## src/rtl/ddr_mon_pkg.sv

```systemverilog
package ddr_mon_pkg;
  typedef enum logic [3:0] {
    CMD_NOP  = 4'd0,
    CMD_MRS  = 4'd1,
    CMD_EMRS = 4'd2,
    CMD_ACT  = 4'd3,
    CMD_RD   = 4'd4,
    CMD_WR   = 4'd5,
    CMD_BST  = 4'd6,
    CMD_PRE  = 4'd7,
    CMD_PREA = 4'd8,
    CMD_AREF = 4'd9,
    CMD_SREF = 4'd10,
    CMD_PDA  = 4'd11,
    CMD_PDP  = 4'd12,
    CMD_EXIT = 4'd13
  } cmd_e;

  localparam int ERR_BANK = 0;
  localparam int ERR_IDLE = 1;
  localparam int ERR_GAP  = 2;
  localparam int ERR_WAP  = 3;
  localparam int NUM_ERR  = 4;
endpackage

```

## src/rtl/ddr_cmd_decode.sv

```systemverilog
module ddr_cmd_decode
  import ddr_mon_pkg::*;
(
  input  logic cke_prev,
  input  logic cke_cur,
  input  logic cs_n,
  input  logic ras_n,
  input  logic cas_n,
  input  logic we_n,
  input  logic ba0,
  input  logic a10,
  input  logic any_open,
  output cmd_e cmd
);
  logic [2:0] pins;
  cmd_e       pin_cmd;

  assign pins = {ras_n, cas_n, we_n};

  // pin-level decode, valid only when clock-enable stays high
  always_comb begin
    pin_cmd = CMD_NOP;
    if (!cs_n) begin
      case (pins)
        3'b000:  pin_cmd = ba0 ? CMD_EMRS : CMD_MRS;
        3'b001:  pin_cmd = CMD_AREF;
        3'b011:  pin_cmd = CMD_ACT;
        3'b101:  pin_cmd = CMD_RD;
        3'b100:  pin_cmd = CMD_WR;
        3'b110:  pin_cmd = CMD_BST;
        3'b010:  pin_cmd = a10 ? CMD_PREA : CMD_PRE;
        default: pin_cmd = CMD_NOP;
      endcase
    end
  end

  // clock-enable transitions take priority over the pins
  always_comb begin
    case ({cke_prev, cke_cur})
      2'b11: cmd = pin_cmd;
      2'b01: cmd = CMD_EXIT;
      2'b10: begin
        if (!cs_n && pins == 3'b001)
          cmd = CMD_SREF;
        else if (cs_n || pins == 3'b111)
          cmd = any_open ? CMD_PDA : CMD_PDP;
        else
          cmd = CMD_NOP;
      end
      default: cmd = CMD_NOP;
    endcase
  end
endmodule

```

## src/rtl/ddr_bank_tracker.sv

```systemverilog
module ddr_bank_tracker
  import ddr_mon_pkg::*;
#(
  parameter int NUM_BANKS = 4,
  localparam int BAW = $clog2(NUM_BANKS)
) (
  input  logic                 clk,
  input  logic                 rst,
  input  cmd_e                 cmd,
  input  logic [BAW-1:0]       ba,
  input  logic                 ap,
  input  logic                 accept,
  output logic [NUM_BANKS-1:0] open_q
);
  logic closes_one;

  assign closes_one = (cmd == CMD_PRE) ||
                      (((cmd == CMD_RD) || (cmd == CMD_WR)) && ap);

  for (genvar b = 0; b < NUM_BANKS; b++) begin : g_bank
    always_ff @(posedge clk) begin
      if (rst)
        open_q[b] <= 1'b0;
      else if (accept) begin
        if (cmd == CMD_ACT && ba == BAW'(b))
          open_q[b] <= 1'b1;
        else if (cmd == CMD_PREA)
          open_q[b] <= 1'b0;
        else if (closes_one && ba == BAW'(b))
          open_q[b] <= 1'b0;
      end
    end


    open_only_by_act_chk: assert property (@(posedge clk) disable iff (rst)
      $rose(open_q[b]) |-> $past(accept && cmd == CMD_ACT && ba == BAW'(b)));
  end


  prea_closes_all_chk: assert property (@(posedge clk) disable iff (rst)
    (accept && cmd == CMD_PREA) |=> (open_q == '0));
endmodule

```

## src/rtl/ddr_issue_rules.sv

```systemverilog
module ddr_issue_rules
  import ddr_mon_pkg::*;
#(
  parameter int NUM_BANKS = 4,
  parameter int TRP       = 3,
  parameter int MRS_GAP   = 2,
  localparam int BAW      = $clog2(NUM_BANKS),
  localparam int WAP_MAX  = 4 + TRP,
  localparam int WW       = $clog2(WAP_MAX + 1),
  localparam int GW       = $clog2(MRS_GAP + 1)
) (
  input  logic                 clk,
  input  logic                 rst,
  input  cmd_e                 cmd,
  input  logic [BAW-1:0]       ba,
  input  logic                 ap,
  input  logic [2:0]           op_bl,
  input  logic [NUM_BANKS-1:0] open_q,
  output logic [NUM_ERR-1:0]   viol,
  output logic                 accept
);
  logic [GW-1:0]  gap_cnt;
  logic [WW-1:0]  wap_cnt;
  logic [BAW-1:0] wap_bank;
  logic [2:0]     bl_half;
  logic           is_rw;
  logic           needs_idle;

  assign is_rw      = (cmd == CMD_RD) || (cmd == CMD_WR);
  assign needs_idle = cmd inside {CMD_MRS, CMD_EMRS, CMD_AREF, CMD_SREF};

  always_comb begin
    viol           = '0;
    viol[ERR_BANK] = (cmd == CMD_ACT && open_q[ba]) || (is_rw && !open_q[ba]);
    viol[ERR_IDLE] = needs_idle && (|open_q);
    viol[ERR_GAP]  = (gap_cnt != '0) && (cmd != CMD_NOP);
    viol[ERR_WAP]  = (is_rw && (int'(wap_cnt) > TRP)) ||
                     (cmd == CMD_ACT && ba == wap_bank && wap_cnt != '0);
  end

  assign accept = ~|viol;

  always_ff @(posedge clk) begin
    if (rst) begin
      gap_cnt  <= '0;
      wap_cnt  <= '0;
      wap_bank <= '0;
      bl_half  <= 3'd2;
    end else begin
      if (accept && (cmd == CMD_MRS || cmd == CMD_EMRS))
        gap_cnt <= GW'(MRS_GAP - 1);
      else if (gap_cnt != '0)
        gap_cnt <= gap_cnt - 1'b1;

      if (accept && cmd == CMD_WR && ap) begin
        wap_cnt  <= WW'(bl_half) + WW'(TRP);
        wap_bank <= ba;
      end else if (wap_cnt != '0)
        wap_cnt <= wap_cnt - 1'b1;

      if (accept && cmd == CMD_MRS) begin
        case (op_bl)
          3'b001:  bl_half <= 3'd1;
          3'b010:  bl_half <= 3'd2;
          3'b011:  bl_half <= 3'd4;
          default: bl_half <= bl_half;
        endcase
      end
    end
  end

  if (MRS_GAP > 1) begin : g_gap_chk

    mrs_gap_chk: assert property (@(posedge clk) disable iff (rst)
      (accept && (cmd == CMD_MRS || cmd == CMD_EMRS)) |=>
        ((cmd != CMD_NOP) |-> viol[ERR_GAP]));
  end


  wap_rw_block_chk: assert property (@(posedge clk) disable iff (rst)
    (accept && cmd == CMD_WR && ap) |=> (is_rw |-> viol[ERR_WAP]));


  bl_legal_chk: assert property (@(posedge clk) disable iff (rst)
    $countones(bl_half) == 1 && bl_half != 3'd0);
endmodule

```

## src/rtl/ddr_cmd_monitor.sv

```systemverilog
module ddr_cmd_monitor
  import ddr_mon_pkg::*;
#(
  parameter int NUM_BANKS = 4,
  parameter int ADDR_W    = 13,
  parameter int TRP       = 3,
  parameter int MRS_GAP   = 2,
  localparam int BAW      = $clog2(NUM_BANKS)
) (
  input  logic                 clk,
  input  logic                 rst,
  input  logic                 cke_prev,
  input  logic                 cke_cur,
  input  logic                 cs_n,
  input  logic                 ras_n,
  input  logic                 cas_n,
  input  logic                 we_n,
  input  logic [BAW-1:0]       ba,
  input  logic [ADDR_W-1:0]    addr,
  output logic [3:0]           cmd_o,
  output logic [BAW-1:0]       bank_o,
  output logic [ADDR_W-1:0]    addr_o,
  output logic                 ap_o,
  output logic [NUM_BANKS-1:0] bank_open_o,
  output logic [NUM_ERR-1:0]   err_o,
  output logic                 err_pulse_o
);
  cmd_e               cmd_now;
  logic [NUM_ERR-1:0] viol;
  logic               accept;
  logic               ap_bit;
  logic               ap_cmd;

  assign ap_bit = addr[10];
  assign ap_cmd = cmd_now inside {CMD_RD, CMD_WR, CMD_PRE, CMD_PREA};

  ddr_cmd_decode u_decode (
    .cke_prev (cke_prev),
    .cke_cur  (cke_cur),
    .cs_n     (cs_n),
    .ras_n    (ras_n),
    .cas_n    (cas_n),
    .we_n     (we_n),
    .ba0      (ba[0]),
    .a10      (ap_bit),
    .any_open (|bank_open_o),
    .cmd      (cmd_now)
  );

  ddr_issue_rules #(
    .NUM_BANKS (NUM_BANKS),
    .TRP       (TRP),
    .MRS_GAP   (MRS_GAP)
  ) u_rules (
    .clk    (clk),
    .rst    (rst),
    .cmd    (cmd_now),
    .ba     (ba),
    .ap     (ap_bit),
    .op_bl  (addr[2:0]),
    .open_q (bank_open_o),
    .viol   (viol),
    .accept (accept)
  );

  ddr_bank_tracker #(
    .NUM_BANKS (NUM_BANKS)
  ) u_banks (
    .clk    (clk),
    .rst    (rst),
    .cmd    (cmd_now),
    .ba     (ba),
    .ap     (ap_bit),
    .accept (accept),
    .open_q (bank_open_o)
  );

  always_ff @(posedge clk) begin
    if (rst) begin
      cmd_o       <= 4'd0;
      bank_o      <= '0;
      addr_o      <= '0;
      ap_o        <= 1'b0;
      err_o       <= '0;
      err_pulse_o <= 1'b0;
    end else begin
      cmd_o       <= cmd_now;
      bank_o      <= ba;
      addr_o      <= addr;
      ap_o        <= ap_cmd & ap_bit;
      err_o       <= err_o | viol;
      err_pulse_o <= |viol;
    end
  end


  err_sticky_chk: assert property (@(posedge clk) disable iff (rst)
    (err_o & $past(err_o)) == $past(err_o));


  pulse_has_err_chk: assert property (@(posedge clk) disable iff (rst)
    err_pulse_o |-> (err_o != '0));


  cke_low_nop_chk: assert property (@(posedge clk) disable iff (rst)
    (!cke_prev && !cke_cur) |=> (cmd_o == 4'd0));
endmodule

```

## config.mk

```make
export PLATFORM = sky130hd
export DESIGN_NAME = ddr_cmd_monitor
export DESIGN_NICKNAME = d
export VERILOG_FILES = /design/src/rtl/ddr_mon_pkg.sv /design/src/rtl/ddr_cmd_decode.sv /design/src/rtl/ddr_bank_tracker.sv /design/src/rtl/ddr_issue_rules.sv /design/src/rtl/ddr_cmd_monitor.sv
export SDC_FILE = /design/constraint.sdc
export NUM_CORES = 1
export LEC_CHECK = 0
export ABC_AREA = 1
export BUFFER_PORTS_ARGS = -buffer_cell sky130_fd_sc_hd__buf_2
export CAP_MARGIN = 20
export CORE_MARGIN = 10
export CORE_UTILIZATION = 40
export DETAILED_ROUTE_END_ITERATION = 12
export MAX_ROUTING_LAYER = met4
export PLACE_DENSITY_LB_ADDON = 0.3
export SYNTH_ARGS = -nofsm -noshare
export SYNTH_HDL_FRONTEND = slang
export SYNTH_HIERARCHICAL = 1
export SYNTH_SLANG_ARGS = --single-unit
```

## constraint.sdc

```tcl
create_clock -name clk -period 4.5 [get_ports clk]
set_clock_uncertainty 0.15 [all_clocks]
set_input_delay 1.35 -clock clk [delete_from_list [all_inputs] [get_ports clk]]
set_output_delay 1.35 -clock clk [all_outputs]
set_load 0.1 [all_outputs]
```

* Word-level counts from Yosys, hierarchy flattened *
Cells that the tools add are included.

operators by class
  multipliers = 0
  $lt $le $gt $ge = 2
  eq/ne operators = 26
  div/mod/pow operators = 0
  bitwise gates (word level) = 3
  mux-type cells = 27
  add/sub/neg operators = 3
  shift operators = 0
  reductions and logical operators = 52

operator list
  operator               count
  $pmux W4 S7            1
  $logic_and A1 B1 Y1    21
  $reduce_bool A3 Y1     6
  $mux W4                4
  $mux W1                15
  $eq A3 B2 Y1 const B   4
  $eq A3 B3 Y1 const B   4
  $eq A4 B3 Y1 const B   3
  $eq A4 B4 Y1 const B   3
  $pmux W4 S3            1
  $reduce_bool A4 Y1     3
  $reduce_and A2 Y1      5
  $mux W3                3
  $pmux W3 S3            1
  $eq A2 B2 Y1 const B   4
  $eq A4 B2 Y1 const B   2
  $reduce_or A4 Y1       2
  $eq A3 B1 Y1 const B   2
  $logic_or A1 B1 Y1     6
  $reduce_bool A2 Y1     3
  $eq A2 B1 Y1 const B   2
  $eq A4 B1 Y1 const B   1
  $or A4 B4 Y4           1
  $add A3 B2 Y3 const B  1
  13 further kinds       15

word-level totals
  output and inout bits = 29
  bits in writable memories = 0
  memories kept = 0
  latch bits = 0
  bits of input ports = 23
  logic and storage cells = 128
  register bits after elaboration = 39
  memory bits (read-only) = 0

* Depth between registers and ports, before layout *
Gate-level depths: netlist of the first run.

  word-level depth = 14
  gate-level depth with buffers = 19
  gate-level depth less buffers = 18

* By module *
Netlist of the first run, hierarchy kept.

modules (own cells, without submodules)
  module            sequential area each (um^2)  instances  area an instance (um^2)  cells an instance
  ddr_issue_rules   200.2                        1          840.8                    126
  ddr_cmd_monitor   500.5                        1          742.0                    85
  ddr_bank_tracker  80.1                         1          285.3                    50
  ddr_cmd_decode    0.0                          1          211.5                    44

* Worst setup path before layout of the first run *
Ideal clock, no wire load.

  path kind = input to register
  start = input port cs_n
  end = register u_banks.open_q[2]
  setup time = 0.122 ns
  setup slack = 0.956 ns
  buffers on the path = 1
  data required time = 4.228 ns
  stages = 15
  arrival time = 3.272 ns
  path through = inv_1 -> o21ai_4 -> o21ai_0 -> nand3_1 -> nor2_2 -> inv_2 -> o21bai_4 -> nand3_1 -> nor2_4 -> buf_2 -> nand2_1 -> nor2_1 -> nand3_1 -> nand3_1 -> a21oi_1

on the way
  word-level cells in the longest chain between the ends = 11
  elaborated cells between the ends (all ways) = 38
  classes of those cells = eq/ne: 9; mux: 6; bitwise: 1; reduce/logical: 22

ends and longest elaborated chain
  element                                                                   line                                                                  source
  start, declared                                                           ddr_cmd_monitor.sv:14                                                 input logic cs_n,
  $logic_or A1 B1 Y1 / $logic_not A1 Y1 (equally long branches)             ddr_cmd_decode.sv:45, ddr_cmd_decode.sv:43
  $mux W4 / $logic_and A1 B1 Y1 (equally long branches)                     ddr_cmd_decode.sv:45, ddr_cmd_decode.sv:43
  $mux W4                                                                   ddr_cmd_decode.sv:43                                                  if (!cs_n && pins == 3'b001)
  $pmux W4 S3 (*)                                                           ddr_cmd_decode.sv:39                                                  case ({cke_prev, cke_cur})
  named net cmd_now[3]                                                      ddr_cmd_monitor.sv:28                                                 cmd_e cmd_now;
  $eq A4 B3 Y1 / $eq A4 B2 Y1 (equally long branches)                       n/a
  $logic_or A1 B1 Y1 / $logic_and A1 B1 Y1 (equally long branches)          ddr_bank_tracker.sv:18, ddr_issue_rules.sv:29, ddr_issue_rules.sv:38
  $logic_and A1 B1 Y1 (on tied branches)                                    n/a
  $logic_or A1 B1 Y1 (on tied branches)                                     ddr_issue_rules.sv:34, ddr_issue_rules.sv:37, ddr_bank_tracker.sv:17
  $reduce_or A4 Y1 / $logic_and A1 B1 Y1 (equally long branches)            ddr_issue_rules.sv:41, ddr_bank_tracker.sv:29
  $not A1 Y1 (no source line) / $reduce_bool A3 Y1 (equally long branches)  n/a
  $reduce_and A2 Y1 (no source line)                                        n/a
  end signal, assigned by index                                             ddr_bank_tracker.sv:26                                                open_q[b] <= 1'b1;
  end signal, assigned by index                                             ddr_bank_tracker.sv:28                                                open_q[b] <= 1'b0;
  end signal, assigned by index                                             ddr_bank_tracker.sv:30                                                open_q[b] <= 1'b0;
  end, declared                                                             ddr_bank_tracker.sv:13                                                output logic [NUM_BANKS-1:0] open_q

The timed path passes the listed nets; every way through them passes the cells marked *.
A chain may end at the register's enable or synchronous reset.

* Worst setup path in the final report of the first run *
  start = input port ras_n
  end = register u_banks.open_q[2]

on the way
  word-level cells in the longest chain between the ends = 12
  elaborated cells between the ends (all ways) = 46
  classes of those cells = eq/ne: 16; mux: 7; bitwise: 1; reduce/logical: 22

ends and longest elaborated chain
  element                                                                   line                                                                  source
  start, declared                                                           ddr_cmd_monitor.sv:15                                                 input logic ras_n,
  branches (longest 4 deep; another with $pmux W4 S7)                       n/a
  $pmux W4 S3 (*)                                                           ddr_cmd_decode.sv:39
  named net cmd_now[3]                                                      ddr_cmd_monitor.sv:28
  $eq A4 B3 Y1 / $eq A4 B2 Y1 (equally long branches)                       n/a
  $logic_or A1 B1 Y1 / $logic_and A1 B1 Y1 (equally long branches)          ddr_bank_tracker.sv:18, ddr_issue_rules.sv:29, ddr_issue_rules.sv:38
  $logic_and A1 B1 Y1 (on tied branches)                                    n/a
  $logic_or A1 B1 Y1 (on tied branches)                                     ddr_issue_rules.sv:34, ddr_issue_rules.sv:37, ddr_bank_tracker.sv:17
  $reduce_or A4 Y1 / $logic_and A1 B1 Y1 (equally long branches)            ddr_issue_rules.sv:41, ddr_bank_tracker.sv:29
  $not A1 Y1 (no source line) / $reduce_bool A3 Y1 (equally long branches)  n/a
  $reduce_and A2 Y1 (no source line)                                        n/a

Mark *: on every way through the listed nets, which the timed path passes.

==> results of run 1 <==
==> layout make-up <==
class,instances,area (sq um),area share [%]
Clock inverter,2,35.0,1.39
Inverter,62,233,9.24
Multi-Input combinational cell,201,1050,41.5
Clock buffer,6,82.6,3.28
Timing Repair Buffer,51,255,10.1
Tap cell,70,87.6,3.48
Sequential cell,39,781,31.0
==> worst max-delay path, stage by stage <==
cell	delay [ns]
buf_2	0.13
inv_2	0.12
o21ai_4	0.10
o21ai_0	0.17
nand3_1	0.35
nor2_2	0.28
inv_2	0.09
o21bai_4	0.14
nand3_1	0.13
nor2_4	0.31
nand2_1	0.09
nor2_1	0.12
nand3_1	0.09
nand3_1	0.07
a21oi_1	0.06
==> synth_stat cells, types with 3 or more instances <==
library cell and instances:
a21oi_2 3, a21oi_1 10, o21ai_0 5, nand2_2 3, nand3b_1 3, nor2_1 50
inv_2 5, inv_1 57, nand3_1 32, ha_1 5, nand4_1 4, dfxtp_1 39
nor2_2 6, nand2_1 61, nand3_2 3
==> cell families (layout without fill, tap and decap cells) <==
| kind of cell | after synthesis | after routing | synth area share, % |
|---|---|---|---|
| DFF | 39 | 39 | 37.5 |
| adders and majority gates | 5 | 5 | 3.01 |
| and+or+nand+nor | 168 | 168 | 37.8 |
| AOI/OAI and AO/OA | 24 | 24 | 7.76 |
| buffers and inverters | 65 | 121 | 12.2 |
| xor gates and xnor gates | 4 | 4 | 1.69 |
==> metal layers <==
| metal | vias up | part of all wire, % | global-route usage, % |
|---|---|---|---|
| met5 | - | 0 | - |
| met4 | 0 | 0.79 | 2.70 |
| met3 | 5 | 6.0 | 4.65 |
| met2 | 41 | 47 | 18.2 |
| met1 | 835 | 46 | 13.3 |
| li1 | 1047 | - | - |
==> sequential cells by signal (all words and copies together), names as in the netlist <==
signal	count
u_banks/open_q	4
u_rules/bl_half	3
ap_o	1
cmd_o	4
err_pulse_o	1
u_rules/wap_cnt	3
addr_o	13
err_o	4
bank_o	2
u_rules/wap_bank	2
u_rules/gap_cnt	2
==> where the power goes <==
group | switching, mW | internal, mW | leakage, nW | total (mW)
Sequential | 0.0237 | 0.387 | 0.321 | 0.410
Clock | 0.122 | 0.179 | 0.0612 | 0.301
Combinational | 0.365 | 0.140 | 0.978 | 0.505
==> through the flow <==
stage | power [mW] | instances | instance area, sq um | worst slack, ns
5_1_grt | 1.30 | 431 | 2520 | 0.694
4_1_cts | 1.23 | 431 | 2520 | 0.941
6_report | 1.22 | 431 | 2520 | 0.897
3_5_place_dp | 0.925 | 423 | 2400 | 0.638
3_3_place_gp | 0.912 | 423 | 2400 | 0.727
2_1_floorplan | 0.835 | 305 | 2080 | 0.956
==> worst min-delay path by stage <==
stage                        startpoint                  end  slack [ns]  cells after the start
finish                         err_o[2]             err_o[2]        0.31                      2
global route        u_rules/wap_bank[0]  u_rules/wap_bank[0]        0.34                      2
CTS                 u_rules/wap_bank[0]  u_rules/wap_bank[0]        0.32                      2
detailed placement             err_o[2]             err_o[2]        0.30                      2
global placement               err_o[1]             err_o[1]        0.29                      2
floorplan           u_rules/wap_bank[0]  u_rules/wap_bank[0]        0.29                      2
==> results.cfg, run 1 <==
[run_status]
status = complete, no violations

[timing]
relSlewSlack_pct = 57.6
hold_viol = 0
setup_viol = 0
hold_ws_ns = 0.314
slew_viol_final = 0
fin_crit_sh_pct = 80.1
grt_setup_unrepaired = false
worst_pin_slew_ns = 0.637
clock.fmax_mhz = 278
period_needed_ns = 3.60
tns_ns = 0

[synthesis]
synth_top_cell_area_share_pct = 37.5
yosysWarnings = 6
syn_nets = 333
async_flop_share_pct = 0
synth_edf_count = 0
synth.avg_cell_area_sq_um = 6.82
netlist.top_cell.by_area = dfxtp_1
syn_inst = 305
syn_area_sq_um = 2080
ys_types = 29
synth_seq_cells = 39
yosys-top-cells-area = dfxtp_1 (38%), nand2_1 (11%), inv_1 (10%)
synth_ff_type = dfxtp_1
seq_area_frac_synth_pct = 37.5

[die]
fp.dieW_um = 92.1
coreArea_sq_um = 5070
die-area_sq_um = 8480
rows = 26
die_y_um = 92.1
initial_core_util_pct = 41.0
io_pins = 52

[route]
vias = 1928
dr.pass1.iters = 4
totalWireLength_um = 4840
ant_nets = 0
dr.first_iter.drc_count = 124
drt-wirelength-per-cell_um = 11.2
drc_errors = 0
via_per_inst = 4.47

[worst_setup_path]
regToRegStartpoint = u_banks/open_q[2]
critPathLaunch = ras_n
cp_max_fo = 15
critPathCaptureType = flip-flop
crit_type = input port to flip-flop
rr_worst_depth = 14
ff2ff_setup_slack_ns = 1.86
critPathLaunchType = input port
worstSetupEndpoint = u_banks/open_q[2]
required_ns = 4.51
cp.arrival_ns = 3.61
r2r-end = u_banks/open_q[2]

[finish]
area_growth_pct = 21.2
layout_commonest_cell = nand2_1
final_util_pct = 49.7
fin_nets = 388
n_antenna_cell = 0
n_fill_cell = 525
drive_gt1_share_pct = 23.8
mostFrequentLayoutCells = nand2_1 (61), inv_1 (57), buf_2 (51), nor2_1 (50), dfxtp_1 (39)

[clock_network]
cts_num_sinks = 39
post-cts-setup-buffers = 0
root_buffer = clkbuf_8
cts_buffers = 5
cts_tree = built
clk_pin_slew_ns = 0.07
htreeDepth = 2
cts_resized = 0
cts_buffer_depth = 2
clk_latency_ns = 0.29
cts_hold_buf = 0

[grt]
grt_pass1_vias = 1828
grt_max_degree = 35
overflow = 0
antenna_found_initial = 0
grt_pass1_wl_um = 8040
gr-usage-all-layers_pct = 11.5

[pwr]
powerDensity_nw_per_um2 = 483
p_leak_nw = 1.36
ir_worst_vdd_mv = 0.287

[placed_design]
portBuffers = 51
dp_hpwl_um = 3740
place.gp.congestion = 0.841

[worst_hold_path]
hp-class = flip-flop to flip-flop

[flow_run]
max_cap_violations = 0
(Power assumes the default switching activity.)
==> run 2, diff against run 1 <==
--- a/config.mk
+++ b/config.mk
@@ -5,7 +5,7 @@
 export SDC_FILE = /design/constraint.sdc
 export NUM_CORES = 1
 export LEC_CHECK = 0
-export ABC_AREA = 1
+export ABC_AREA = 0
 export BUFFER_PORTS_ARGS = -buffer_cell sky130_fd_sc_hd__buf_2
 export CAP_MARGIN = 20
 export CORE_MARGIN = 10
==> constraint.sdc (replaced) <==
create_clock -name clk -period 3.6 [get_ports clk]
set_clock_uncertainty 0.15 [all_clocks]
set_input_delay 1.08 -clock clk [delete_from_list [all_inputs] [get_ports clk]]
set_output_delay 1.08 -clock clk [all_outputs]
set_load 0.1 [all_outputs]
==> results.cfg, run 2 <==
[finish]
largest_reg_flops = 13
mostFrequentLayoutCells = buf_2 (51), dfxtp_1 (39), nor2_1 (24), nor2b_1 (22)
n_fill_cell = 468
n_antenna_cell = 0
drive_gt1_share_pct = 31.8
ff_latch_area_sq_um = 781
multi_input_area_sq_um = 1140
top_register = addr_o
fin_nets = 301
area_growth_pct = 24.7
layout_commonest_cell = buf_2

[die]
io_pins = 52
fp.dieW_um = 90.9
coreArea_sq_um = 4790
die_y_um = 90.9
rows = 25
die-area_sq_um = 8270
initial_core_util_pct = 42.0

[clock_network]
cts_resized = 0
htreeDepth = 2
clk_latency_ns = 0.29
cts_hold_buf = 0
root_buffer = clkbuf_8
post-cts-setup-buffers = 0
cts_buffer_depth = 2
cts_buffers = 5
cts_tree = built
cts_num_sinks = 39
clk_pin_slew_ns = 0.08

[timing]
period_needed_ns = 3.28
grt_setup_unrepaired = false
hold_viol = 0
slew_viol_final = 0
fin_crit_sh_pct = 91.2
hold_ws_ns = 0.322
setup_viol = 0
worst_pin_slew_ns = 0.895
clock.fmax_mhz = 304
relSlewSlack_pct = 39.8

[pwr]
ir_worst_vdd_mv = 0.272
powerDensity_nw_per_um2 = 552
p_total_mw = 1.38
power_frac_comb_pct = 37.3
p_sw_share_pct = 38.8
p_leak_nw = 1.09
internal_power_mw = 0.847
power_frac_clock_pct = 26.1
seqPwrFrac_pct = 36.6
switchingPower_mw = 0.537

[synthesis]
async_flop_share_pct = 0
yosysWarnings = 6
seq_area_frac_synth_pct = 38.8
syn_area_sq_um = 2010
synth_most_common_cell = dfxtp_1
synth_ff_type = dfxtp_1
synth_commonest_cells = dfxtp_1 (39), nor2_1 (24), nor2b_1 (22), inv_1 (12), nand2_1 (9)
synth_seq_cells = 39
synth.avg_cell_area_sq_um = 9.54
synth_top_cell_area_share_pct = 38.8
yosys-top-cells-area = dfxtp_1 (39%), nor2b_1 (6.8%), nor2_1 (4.5%)
syn_nets = 239
ys_types = 55
synth_edf_count = 0
syn_inst = 211
netlist.top_cell.by_area = dfxtp_1

[worst_setup_path]
critPathLaunchType = input port
cp.arrival_ns = 3.32
cp_max_fo = 13
critPathCaptureType = flip-flop
required_ns = 3.64
crit_type = input port to flip-flop

[route]
vias = 1695
dr.first_iter.drc_count = 65
ant_nets = 0
drc_errors = 0
totalWireLength_um = 4690
via_per_inst = 4.97
drt-wirelength-per-cell_um = 13.8
dr.pass1.iters = 4

[grt]
gr-usage-all-layers_pct = 11.7
grt_max_degree = 21
grt_pass1_wl_um = 7900
grt_pass1_vias = 1628
antenna_found_initial = 0
overflow = 0

[placed_design]
place.gp.congestion = 0.865
dp_hpwl_um = 3650
portBuffers = 51

[flow_run]
max_cap_violations = 0

[worst_hold_path]
hp-class = flip-flop to flip-flop

[run_status]
status = complete, no violations
-- run 2: cell count changes after synthesis, moves of 6 or more --
cell      before  now
inv_1         57   12
nand2b_1       0    7
nand3_1       32    1
nor2b_1        0   22
nand2_1       61    9
nor2_2         6    0
a21oi_1       10    4
nor2_1        50   24
-- run 2: power by group through the flow --
stage	combinational, mW	clock (mW)	sequential, mW
2_1_floorplan	0.265	0	0.688
3_3_place_gp	0.511	0	0.516
3_5_place_dp	0.516	0	0.518
4_1_cts	0.519	0.373	0.507
5_1_grt	0.561	0.390	0.513
6_report	0.516	0.362	0.507
-- run 2: stage by stage --
| stage | setup slack, ns | utilization [%] | TNS [ns] | area, sq um | cells |
|---|---|---|---|---|---|
| global route | 0.159 | 52.4 | 0 | 2510 | 341 |
| CTS | 0.331 | 52.4 | 0 | 2510 | 341 |
| floorplan | -0.00510 | - | -0.0203 | 2050 | 211 |
| global placement | 0.0115 | 50.1 | 0 | 2400 | 333 |
| finish | 0.316 | 52.4 | 0 | 2510 | 341 |
| detailed placement | 0.0129 | 50.1 | 0 | 2400 | 333 |
-- run 2: metal layers --
| metal | global-route usage [%] | vias to the layer above | part of all wire [%] | wire (um) |
|---|---|---|---|---|
| met5 | - | - | 0 | 0 |
| met4 | 4.57 | 0 | 0.94 | 44 |
| met3 | 3.99 | 4 | 5.6 | 263 |
| met2 | 17.8 | 39 | 46 | 2160 |
| met1 | 14.0 | 765 | 47 | 2220 |
| li1 | - | 887 | - | - |
-- run 2: worst paths after layout --
| path | slack [ns] | end | cells after the start | start |
|---|---|---|---|---|
| max | 0.32 | u_banks/open_q[0] | 12 | cas_n |
| max reg2reg | 0.54 | u_banks/open_q[0] | 10 | u_banks/open_q[1] |
| min reg2reg | 0.32 | err_o[3] | 2 | err_o[3] |
| min | 0.32 | err_o[3] | 2 | err_o[3] |
-- run 2: cell type report --
| cell class | count | area share, % |
|---|---|---|
| clock inverter | 3 | 1.75 |
| inverter | 12 | 1.80 |
| clock buffer | 5 | 2.74 |
| tap | 67 | 3.34 |
| sequential | 39 | 31.1 |
| timing repair buffer | 63 | 13.8 |
| multi-input combinational | 152 | 45.5 |
-- run 2: worst max-delay path, cell delays in order --
cell and delay, ns:
buf_2 0.17, nand3_2 0.09, nand2_2 0.09, a32oi_1 0.26, o32ai_4 0.14, buf_4 0.19, or3b_4 0.42, o22ai_1 0.18
a211oi_1 0.09, nor4b_4 0.15, a32o_1 0.25, a31o_1 0.18
-- run 2: kinds of logic after synthesis --
family                   synth area share, %
AO/OA/AOI/OAI                           17.9
XOR/XNOR                                2.61
adder cells (fa/ha/maj)                 3.11
buffers and inverters                   6.22
flip-flops                              38.8
multiplexers                            2.86
AND/OR/NAND/NOR                         28.5
==> run 3, diff against run 2 <==
--- a/config.mk
+++ b/config.mk
@@ -12,7 +12,6 @@
 export CORE_UTILIZATION = 40
 export DETAILED_ROUTE_END_ITERATION = 12
 export MAX_ROUTING_LAYER = met4
-export PLACE_DENSITY_LB_ADDON = 0.3
 export SYNTH_ARGS = -nofsm -noshare
 export SYNTH_HDL_FRONTEND = slang
 export SYNTH_HIERARCHICAL = 1
==> results.cfg, run 3 (synthesis gave the netlist of run 2 again) <==
[placed_design]
place.gp.congestion = 0.857
portBuffers = 51
dp_hpwl_um = 3730
dp_cells = 337

[clock_network]
cts_buffer_depth = 2
cts_num_sinks = 39
cts_resized = 0
cts_hold_buf = 0
clk_pin_slew_ns = 0.07
clk_latency_ns = 0.29
root_buffer = clkbuf_8
cts_tree = built
cts_buffers = 5
htreeDepth = 2
post-cts-setup-buffers = 0

[run_status]
status = complete, no violations

[route]
drc_errors = 0
ant_nets = 0
via_per_inst = 5.13
totalWireLength_um = 4930
drt-wirelength-per-cell_um = 14.3
dr.pass1.iters = 4
vias = 1771
dr.first_iter.drc_count = 65

[timing]
hold_ws_ns = 0.319
fin_crit_sh_pct = 92.8
period_needed_ns = 3.34
clock.fmax_mhz = 299
worst_pin_slew_ns = 0.773
hold_viol = 0
grt_setup_unrepaired = false
slew_viol_final = 0
relSlewSlack_pct = 48.0
setup_viol = 0

[finish]
fin_nets = 305
layout_commonest_cell = buf_2
largest_reg_flops = 13
mostFrequentLayoutCells = buf_2 (51), dfxtp_1 (39), nor2_1 (24), nor2b_1 (22), buf_4 (16)
top_register = addr_o
n_antenna_cell = 0
area_growth_pct = 26.4
n_fill_cell = 480
instances_no_fill = 345
drive_gt1_share_pct = 32.7

[die]
coreArea_sq_um = 4790
die-area_sq_um = 8270
io_pins = 52
fp.dieW_um = 90.9
initial_core_util_pct = 42.0
rows = 25
die_y_um = 90.9

[grt]
grt_pass1_wl_um = 8380
antenna_found_initial = 0
overflow = 0
grt_max_degree = 27
grt_pass1_vias = 1758
gr-usage-all-layers_pct = 12.3

[pwr]
p_leak_nw = 1.11
ir_worst_vdd_mv = 0.200
powerDensity_nw_per_um2 = 549

[worst_setup_path]
critPathLaunchType = input port
required_ns = 3.68
critPathCaptureType = flip-flop
crit_path_top_delay_cell = nor4b_4
cp_common_cell = buf_4
critPathBufInv = 3
max_stage_delay_ns = 0.36
cp_max_fo = 11
crit_type = input port to flip-flop
worstPathCellList = buf_2 > buf_4 > nand3_2 > nand2_2 > a32oi_1 > o32ai_4 > buf_4 > nor2_1 > o21ai_0 > a211oi_1 > nor4b_4 > a32o_1 > a31o_1
crit_family = compound AO/OA/AOI/OAI gates
cp.arrival_ns = 3.42

[worst_hold_path]
hp-class = flip-flop to flip-flop

[flow_run]
max_cap_violations = 0
[run 3: cell types whose count changed in the layout (fill, tap and decap cells not counted), sizes merged]
cell / previous run / this run
buf: 63 / 67
clkbuf: 5 / 6
clkinv: 2 / 1
[run 3: worst register-to-register path: stages, from the launching register on]
cell      delay (ns)
dfxtp_1         0.36
or4_1           0.59
a32oi_1         0.30
o32ai_4         0.17
buf_4           0.20
nor2_1          0.14
o21ai_0         0.10
a211oi_1        0.33
nor4b_4         0.36
a32o_1          0.23
a31o_1          0.09
[run 3: final timing paths]
path | from | endpoint | slack (ns) | depth (start not counted)
hold reg to reg | err_o[2] | err_o[2] | 0.32 | 2
setup reg to reg | u_banks/open_q[1] | u_banks/open_q[0] | 0.53 | 10
hold / removal | err_o[2] | err_o[2] | 0.32 | 2
setup / recovery | we_n | u_banks/open_q[0] | 0.26 | 13
[run 3: routing by layer]
layer	share of wire [%]	track usage, %
met4	1.7	4.70
met1	50	15.2
met3	6.9	4.16
met5	0	-
met2	41	18.0
[run 3: report_power, final]
group	switching, mW	internal [mW]	total (mW)
clock	0.151	0.224	0.375
sequential	0.0281	0.480	0.508
combinational	0.351	0.163	0.514
total	0.530	0.867	1.40
[run 3: cell type report]
cell class / count / area [sq um] / share of cell area, %
multi-input combinational: 152 / 1140 / 44.9
clock inverter: 2 / 35.0 / 1.38
tap: 67 / 83.8 / 3.30
timing repair buffer: 67 / 375 / 14.8
sequential: 39 / 781 / 30.7
inverter: 12 / 45.0 / 1.77
clock buffer: 6 / 82.6 / 3.25
[run 3: stage by stage]
step	TNS (ns)	setup slack, ns	cell area (sq um)	total power, mW	util (%)
final	0	0.259	2540	1.40	53.2
after global routing	0	0.0897	2540	1.48	53.2
after CTS	0	0.268	2540	1.41	53.2
after detailed placement	-0.136	-0.0368	2430	1.03	50.7
after global placement	-0.0129	-0.00731	2430	1.03	50.7
after floorplan	-0.0203	-0.00510	2050	0.953	-
